**src/rtl/prf_pkg.sv**
```systemverilog
package prf_pkg;

  localparam int PTR_W = 10;
  localparam int KW    = 4;

  typedef enum logic [1:0] {
    UPD_HOLD = 2'd0,
    UPD_STEP = 2'd1,
    UPD_MOD  = 2'd2,
    UPD_REV  = 2'd3
  } upd_e;

  // Signed step, wrap at 2**PTR_W
  function automatic logic [PTR_W-1:0] f_step(input logic [PTR_W-1:0] p,
                                              input logic [PTR_W-1:0] s);
    return p + s;
  endfunction

  // Signed step folded once into [0, n); n == 0 means plain wrap
  function automatic logic [PTR_W-1:0] f_mod(input logic [PTR_W-1:0] p,
                                             input logic [PTR_W-1:0] s,
                                             input logic [PTR_W-1:0] n);
    logic signed [PTR_W+1:0] t;
    logic signed [PTR_W+1:0] nn;
    if (n == '0) return p + s;
    nn = $signed({2'b00, n});
    t  = $signed({2'b00, p}) + $signed({{2{s[PTR_W-1]}}, s});
    if (t[PTR_W+1])  t = t + nn;
    else if (t >= nn) t = t - nn;
    return t[PTR_W-1:0];
  endfunction

  // Reverse the low k bits, k clamped to PTR_W
  function automatic logic [PTR_W-1:0] f_rev(input logic [PTR_W-1:0] p,
                                             input logic [KW-1:0] k);
    logic [KW-1:0]    kc;
    logic [PTR_W-1:0] full;
    logic [PTR_W-1:0] low;
    logic [PTR_W-1:0] mask;
    kc = (k > KW'(PTR_W)) ? KW'(PTR_W) : k;
    for (int i = 0; i < PTR_W; i++) full[i] = p[PTR_W-1-i];
    low  = full >> (KW'(PTR_W) - kc);
    mask = {PTR_W{1'b1}} >> (KW'(PTR_W) - kc);
    return (p & ~mask) | (low & mask);
  endfunction

endpackage

```
**src/rtl/prf_ptr_bank.sv**
```systemverilog
module prf_ptr_bank
  import prf_pkg::*;
#(
  parameter int PTRS  = 8,
  parameter int IDX_W = $clog2(PTRS)
) (
  input  logic                        clk,
  input  logic                        rst_n,
  input  logic                        acc_en,
  input  logic [IDX_W-1:0]            acc_idx,
  input  upd_e                        acc_mode,
  input  logic [PTR_W-1:0]            acc_arg,
  input  logic                        set_ptr_en,
  input  logic                        set_len_en,
  input  logic [IDX_W-1:0]            set_idx,
  input  logic [PTR_W-1:0]            set_val,
  output logic [PTR_W-1:0]            cur_ptr,
  output logic [PTR_W-1:0]            nxt_ptr,
  output logic [PTR_W-1:0]            len_q,
  output logic [PTRS-1:0][PTR_W-1:0]  ptr_q
);

  always_comb cur_ptr = ptr_q[acc_idx];

  always_comb begin
    case (acc_mode)
      UPD_STEP: nxt_ptr = f_step(cur_ptr, acc_arg);
      UPD_MOD:  nxt_ptr = f_mod(cur_ptr, acc_arg, len_q);
      UPD_REV:  nxt_ptr = f_rev(cur_ptr, acc_arg[KW-1:0]);
      default:  nxt_ptr = cur_ptr;
    endcase
  end

  // Later assignments win: a set command overrides the post-update
  always_ff @(posedge clk or negedge rst_n) begin
    if (!rst_n) begin
      ptr_q <= '0;
      len_q <= '0;
    end else begin
      if (acc_en)     ptr_q[acc_idx] <= nxt_ptr;
      if (set_ptr_en) ptr_q[set_idx] <= set_val;
      if (set_len_en) len_q          <= set_val;
    end
  end

endmodule

```
**src/rtl/prf_data_file.sv**
```systemverilog
module prf_data_file #(
  parameter int ENTRIES  = 64,
  parameter int DATA_W   = 32,
  parameter int RD_PORTS = 2,
  parameter int AW       = $clog2(ENTRIES)
) (
  input  logic                               clk,
  input  logic                               rst_n,
  input  logic                               wr_en,
  input  logic [AW-1:0]                      wr_addr,
  input  logic [DATA_W-1:0]                  wr_data,
  input  logic [RD_PORTS-1:0]                rd_en,
  input  logic [RD_PORTS-1:0][AW-1:0]        rd_addr,
  output logic [RD_PORTS-1:0][DATA_W-1:0]    rd_q
);

  logic [DATA_W-1:0] mem [ENTRIES];

  always_ff @(posedge clk) begin
    if (wr_en) mem[wr_addr] <= wr_data;
  end

  for (genvar g = 0; g < RD_PORTS; g++) begin : g_rd
    logic [DATA_W-1:0] q;
    always_ff @(posedge clk or negedge rst_n) begin
      if (!rst_n)        q <= '0;
      else if (rd_en[g]) q <= mem[rd_addr[g]];
    end
    assign rd_q[g] = q;
  end

endmodule

```
**src/rtl/prf_top.sv**
```systemverilog
module prf_top
  import prf_pkg::*;
#(
  parameter int ENTRIES = 64,
  parameter int DATA_W  = 32,
  parameter int PTRS    = 8,
  parameter int AW      = $clog2(ENTRIES),
  parameter int IDX_W   = $clog2(PTRS)
) (
  input  logic              clk,
  input  logic              rst_n,
  input  logic              cfg_en,
  input  logic [1:0]        cfg_bank,
  input  logic              cfg_is_len,
  input  logic [IDX_W-1:0]  cfg_idx,
  input  logic [PTR_W-1:0]  cfg_val,
  input  logic              rd_a_en,
  input  logic [IDX_W-1:0]  rd_a_idx,
  input  logic [1:0]        rd_a_mode,
  input  logic [PTR_W-1:0]  rd_a_arg,
  input  logic              rd_b_en,
  input  logic [IDX_W-1:0]  rd_b_idx,
  input  logic [1:0]        rd_b_mode,
  input  logic [PTR_W-1:0]  rd_b_arg,
  input  logic              wr_en,
  input  logic [IDX_W-1:0]  wr_idx,
  input  logic [1:0]        wr_mode,
  input  logic [PTR_W-1:0]  wr_arg,
  input  logic [DATA_W-1:0] wr_data,
  output logic [DATA_W-1:0] ra,
  output logic [DATA_W-1:0] rb
);

  localparam int NB = 3;   // bank 0: port A, 1: port B, 2: write

  logic [NB-1:0]                       port_en;
  logic [NB-1:0][IDX_W-1:0]            port_idx;
  logic [NB-1:0][1:0]                  port_mode;
  logic [NB-1:0][PTR_W-1:0]            port_arg;
  logic [NB-1:0][PTR_W-1:0]            port_sel;
  logic [NB-1:0][PTR_W-1:0]            port_nxt;
  logic [NB-1:0][PTR_W-1:0]            bank_len;
  logic [NB-1:0][PTRS-1:0][PTR_W-1:0]  bank_ptr;
  logic [NB-1:0]                       set_ptr_hit;
  logic [NB-1:0]                       set_len_hit;

  assign port_en   = {wr_en,   rd_b_en,   rd_a_en};
  assign port_idx  = {wr_idx,  rd_b_idx,  rd_a_idx};
  assign port_mode = {wr_mode, rd_b_mode, rd_a_mode};
  assign port_arg  = {wr_arg,  rd_b_arg,  rd_a_arg};

  for (genvar g = 0; g < NB; g++) begin : g_bank
    assign set_ptr_hit[g] = cfg_en && !cfg_is_len && (cfg_bank == 2'(g));
    assign set_len_hit[g] = cfg_en &&  cfg_is_len && (cfg_bank == 2'(g));

    prf_ptr_bank #(
      .PTRS  (PTRS),
      .IDX_W (IDX_W)
    ) u_bank (
      .clk        (clk),
      .rst_n      (rst_n),
      .acc_en     (port_en[g]),
      .acc_idx    (port_idx[g]),
      .acc_mode   (upd_e'(port_mode[g])),
      .acc_arg    (port_arg[g]),
      .set_ptr_en (set_ptr_hit[g]),
      .set_len_en (set_len_hit[g]),
      .set_idx    (cfg_idx),
      .set_val    (cfg_val),
      .cur_ptr    (port_sel[g]),
      .nxt_ptr    (port_nxt[g]),
      .len_q      (bank_len[g]),
      .ptr_q      (bank_ptr[g])
    );
  end

  logic [1:0][AW-1:0]     rd_addr;
  logic [1:0][DATA_W-1:0] rd_q;

  assign rd_addr = {port_sel[1][AW-1:0], port_sel[0][AW-1:0]};

  prf_data_file #(
    .ENTRIES  (ENTRIES),
    .DATA_W   (DATA_W),
    .RD_PORTS (2),
    .AW       (AW)
  ) u_file (
    .clk     (clk),
    .rst_n   (rst_n),
    .wr_en   (wr_en),
    .wr_addr (port_sel[2][AW-1:0]),
    .wr_data (wr_data),
    .rd_en   ({rd_b_en, rd_a_en}),
    .rd_addr (rd_addr),
    .rd_q    (rd_q)
  );

  assign ra = rd_q[0];
  assign rb = rd_q[1];

endmodule

```
**config.mk**
```make
export PLATFORM = sky130hd
export DESIGN_NAME = prf_top
export DESIGN_NICKNAME = d
export VERILOG_FILES = /design/src/rtl/prf_pkg.sv /design/src/rtl/prf_ptr_bank.sv /design/src/rtl/prf_data_file.sv /design/src/rtl/prf_top.sv
export SDC_FILE = /design/constraint.sdc
export NUM_CORES = 2
export LEC_CHECK = 0
export BUFFER_PORTS_ARGS = -buffer_cell sky130_fd_sc_hd__buf_4
export CORE_UTILIZATION = 30
export CTS_BUF_LIST = sky130_fd_sc_hd__clkbuf_4 sky130_fd_sc_hd__clkbuf_8
export DETAILED_ROUTE_END_ITERATION = 10
export GPL_TIMING_DRIVEN = 1
export PLACE_DENSITY_LB_ADDON = 0.1
export SYNTH_ARGS = -nofsm -noshare
export SYNTH_HDL_FRONTEND = slang
export SYNTH_SLANG_ARGS = --single-unit
```
**constraint.sdc**
```tcl
create_clock -name clk -period 10.05 [get_ports clk]
set_clock_uncertainty 0.15 [all_clocks]
set_input_delay 1.5075 -clock clk [delete_from_list [all_inputs] [get_ports clk]]
set_output_delay 1.5075 -clock clk [all_outputs]
set_load 0.005 [all_outputs]
```
==> flow_summary_export.csv <==
group,metric,value,unit
status,status,"completed",
global_route,grt_max_degree,168,
clock_network,htreeDepth,5,
clock_network,cts_buffers,436,
clock_network,ctsLongestPathBuffers,4,
synth,yosys_warnings,0,
floorplanning,fp.dieArea,416000,sq um
critical_path,crit_path_max_fanout,28,
sta,worst_slew_pin_slew,1.42,ns
sta,slew_viol_final,0,
critical_path,arrival,8.46,ns
synth,netlist_instances,12905,
detailed_routing,num_vias,107932,
placed_design,routabilityCongestion,0.882,
layout,syn_to_final_growth,12.9,%
hold_path,hp-class,"input port to async pin",
pwr,p_total,0.0455,W
critical_path,required,10.89,ns
sta,finalCritPeriodShare,75.9,%
clock_network,cts-resized-gates,0,
pwr,p_sw,0.0217,W
detailed_routing,postRouteAntennaNets,0,
placed_design,port-buffer-count,162,
pwr,power.share.clock,21.0,%
synth,async_reset_ff_share,14.0,%
global_route,gr-usage-all-layers,26.4,%
floorplanning,fp.dieH,645,um
global_route,grt_pass1_wl,792000,um
placed_design,post-place-ws,1.42,ns
floorplanning,placement_rows,235,
synth,synth_area_leaders,"edfxtp_1 50%, nand2_1 14%, dfrtp_1 6.7%, and3_1 5.3%, a31oi_1 4.2%",
pwr,power_switching_share,47.6,%
sta,hold_violations,0,
synth,syn_area,124000,sq um
pwr,p_int,0.0238,W
critical_path,worstSetupStartpointType,"input port",
synth,ys_seq_area_share,56.3,%
sta,layout_setup_ws,2.42,ns
pwr,comb_power_share,51.7,%
synth,synth_edf_count,2048,
clock_network,clk_pin_slew_worst_paths,0.06,ns
global_route,grt_antenna_before_repair,30,
synth,synth_top_area_share,49.6,%
critical_path,end_kind,"flop",
critical_path,rrSetupSlack,3.02,ns
floorplanning,start_util,30.2,%
sta,relSlewSlack,5.59,%
detailed_routing,route.detailed.drc,0,
critical_path,ff2ff_path_depth,17,
layout,finish.net_count,12976,
synth,synth_nets,13112,
floorplanning,coreArea,410000,sq um
clock_network,cts_setup_buffers,0,
synth,yosys_most_used_dff,"edfxtp_1",
floorplanning,ios,163,
clock_network,insertion_delay,1.18,ns
critical_path,path_class,"input port to flop",
pwr,powerDensity,325,nW/um^2
sta,setup-violations-final,0,
detailed_routing,wire_per_inst,30.7,um
sta,whs,0.249,ns
global_route,grt_overflow_total,0,
sta,finalSetupTns,0,ns
flow_run,cap_violations,0,
floorplanning,die_w,645,um
sta,rsz0062_at_grt,"no",
placed_design,hpwl,318000,um
synth,syn_area_per_cell,9.61,sq um
clock_network,cts_root_buf,"clkbuf_8",
detailed_routing,drt_iter0_drc,13027,
detailed_routing,dr.pass1.iters,10,
synth,synth.largest_area_cell,"edfxtp_1",
synth,synth.ff_latch_count,2382,
pwr,p_seq_share,27.3,%
sta,min_period,7.63,ns
clock_network,cts_sinks,2382,
detailed_routing,vias_per_cell,5.81,
clock_network,cts_tree,"yes",
pwr,p_leak,52.5,nW
sta,clock.fmax,131,MHz
clock_network,cts_hold_buf,0,
pwr,irDropWorstVdd,0.257,mV
synth,synth_cell_type_count,86,
layout,final_layout_size_suffix_gt1_share,10.7,%
global_route,grt_pass1_vias,103845,
detailed_routing,wirelength,571000,um
==> final cells by class <==
cell class | count | area (sq um)
fill | 41213 | 270000
sequential | 2382 | 69900
multi-input combinational | 9407 | 50600
clock buffer | 660 | 7950
tap | 5451 | 6820
timing repair buffer | 423 | 3460
clock inverter | 128 | 810
inverter | 119 | 477
antenna | 15 | 37.5
==> critical path, cell delays in order <==
cell      delay [ns]
buf_4           0.42
mux4_2          0.58
mux2i_2         0.68
inv_2           0.27
ha_1            0.40
a21oi_1         0.26
nor2b_1         0.09
or3_1           0.35
xor2_1          0.46
ha_1            0.40
a21oi_1         0.17
o221ai_1        0.33
o41a_1          0.54
a21oi_1         0.40
nor2_1          0.19
o31ai_1         0.81
o311ai_0        0.27
a41oi_1         0.28
==> worst paths after layout <==
path / end / from
min in group clk: g_bank[2].u_bank.ptr_q[50]$_DFF_PN0_ / g_bank[2].u_bank.ptr_q[50]$_DFF_PN0_
worst max-delay path: g_bank[0].u_bank.ptr_q[64]$_DFF_PN0_ / rd_a_idx[1]
worst min register to register: g_bank[2].u_bank.ptr_q[50]$_DFF_PN0_ / g_bank[2].u_bank.ptr_q[50]$_DFF_PN0_
worst min-delay path: g_bank[2].u_bank.ptr_q[28]$_DFF_PN0_ / rst_n
worst max register to register: g_bank[0].u_bank.ptr_q[64]$_DFF_PN0_ / g_bank[0].u_bank.ptr_q[74]$_DFF_PN0_
max in group asynchronous: g_bank[1].u_bank.ptr_q[60]$_DFF_PN0_ / rst_n
==> registers in the layout, summed over array words and instances (netlist names) <==
signal / cells
u_file.g_rd.q: 64
g_bank.u_bank.len_q: 30
u_file.mem: 2048
g_bank.u_bank.ptr_q: 240
==> cells in the mapped netlist, types with 19 or more instances <==
cell      count
nand2b_1     31
buf_2        53
or3_1        38
a211oi_1     20
o22ai_1      49
nand2_1    4695
mux2i_1      92
and3_1     1046
xor2_1       21
buf_1       129
nand3_1     153
a21oi_1     451
dfrtp_1     334
nor2b_1      25
nand4_1      19
inv_1       107
a22oi_1     295
mux2_2       39
o31ai_1      52
o21ai_0     242
nor2_1      310
clkbuf_1    809
xnor2_1      34
a31oi_1     831
a311oi_1    261
a22o_1       65
mux4_2       66
nor3_1       62
o211ai_1     27
a21o_1       39
edfxtp_1   2048
a222oi_1     64
ha_1         99
==> layout by cell type (no fill, tap or decap), types with 34 or more instances in the layout <==
master,n
and3_1,1046
nor3_1,53
nand3_1,153
nor2_4,80
o22ai_1,49
nor2_1,220
clkinv_1,74
a22o_1,65
a21o_1,39
o21ai_0,242
a21oi_1,451
a22oi_1,295
mux2_2,39
xnor2_1,34
or3_1,38
dfrtp_1,334
clkbuf_4,182
inv_1,104
mux4_2,66
o31ai_1,52
buf_4,400
ha_1,99
mux2i_1,87
a222oi_1,64
a31oi_1,831
nand2_1,4693
edfxtp_1,2048
clkbuf_8,478
a311oi_1,261
==> stage by stage <==
stage / std cells / cell area (sq um) / util (%)
global route: 18573 / 140000 / 34.1
detailed placement: 17781 / 131000 / 32.0
floorplan: 12905 / 124000 / -
finish: 18585 / 140000 / 34.1
CTS: 18569 / 140000 / 34.1
global placement: 17781 / 131000 / 32.0
==> power by group through the flow <==
stage                     Sequential, W  Clock [W]  Combinational [W]
after floorplan                  0.0122          0             0.0141
after global placement           0.0126          0             0.0231
final                            0.0124    0.00956             0.0235
after CTS                        0.0124    0.00976             0.0232
after global routing             0.0125     0.0101             0.0250
after detailed placement         0.0126          0             0.0231
==> routing by layer <==
metal	GRT usage (%)	share of wire (%)	vias up	wire length (um)
met5	0	0.017	-	95
met4	13.6	5.5	14	31600
met3	4.66	8.2	1186	46900
met2	41.2	45	5615	255000
met1	34.9	42	54431	237000
li1	-	-	46686	-
==> kinds of logic after synthesis <==
logic type      count (synthesis)  share of synthesized area, %
simple gates                 6453                          22.3
buf+inv                      1116                          3.45
mux                           201                          2.34
fa+ha+maj                     108                          1.14
xor+xnor                       55                         0.388
compound gates               2590                          14.0
flops                        2382                          56.3
(Power assumes the default switching activity.)
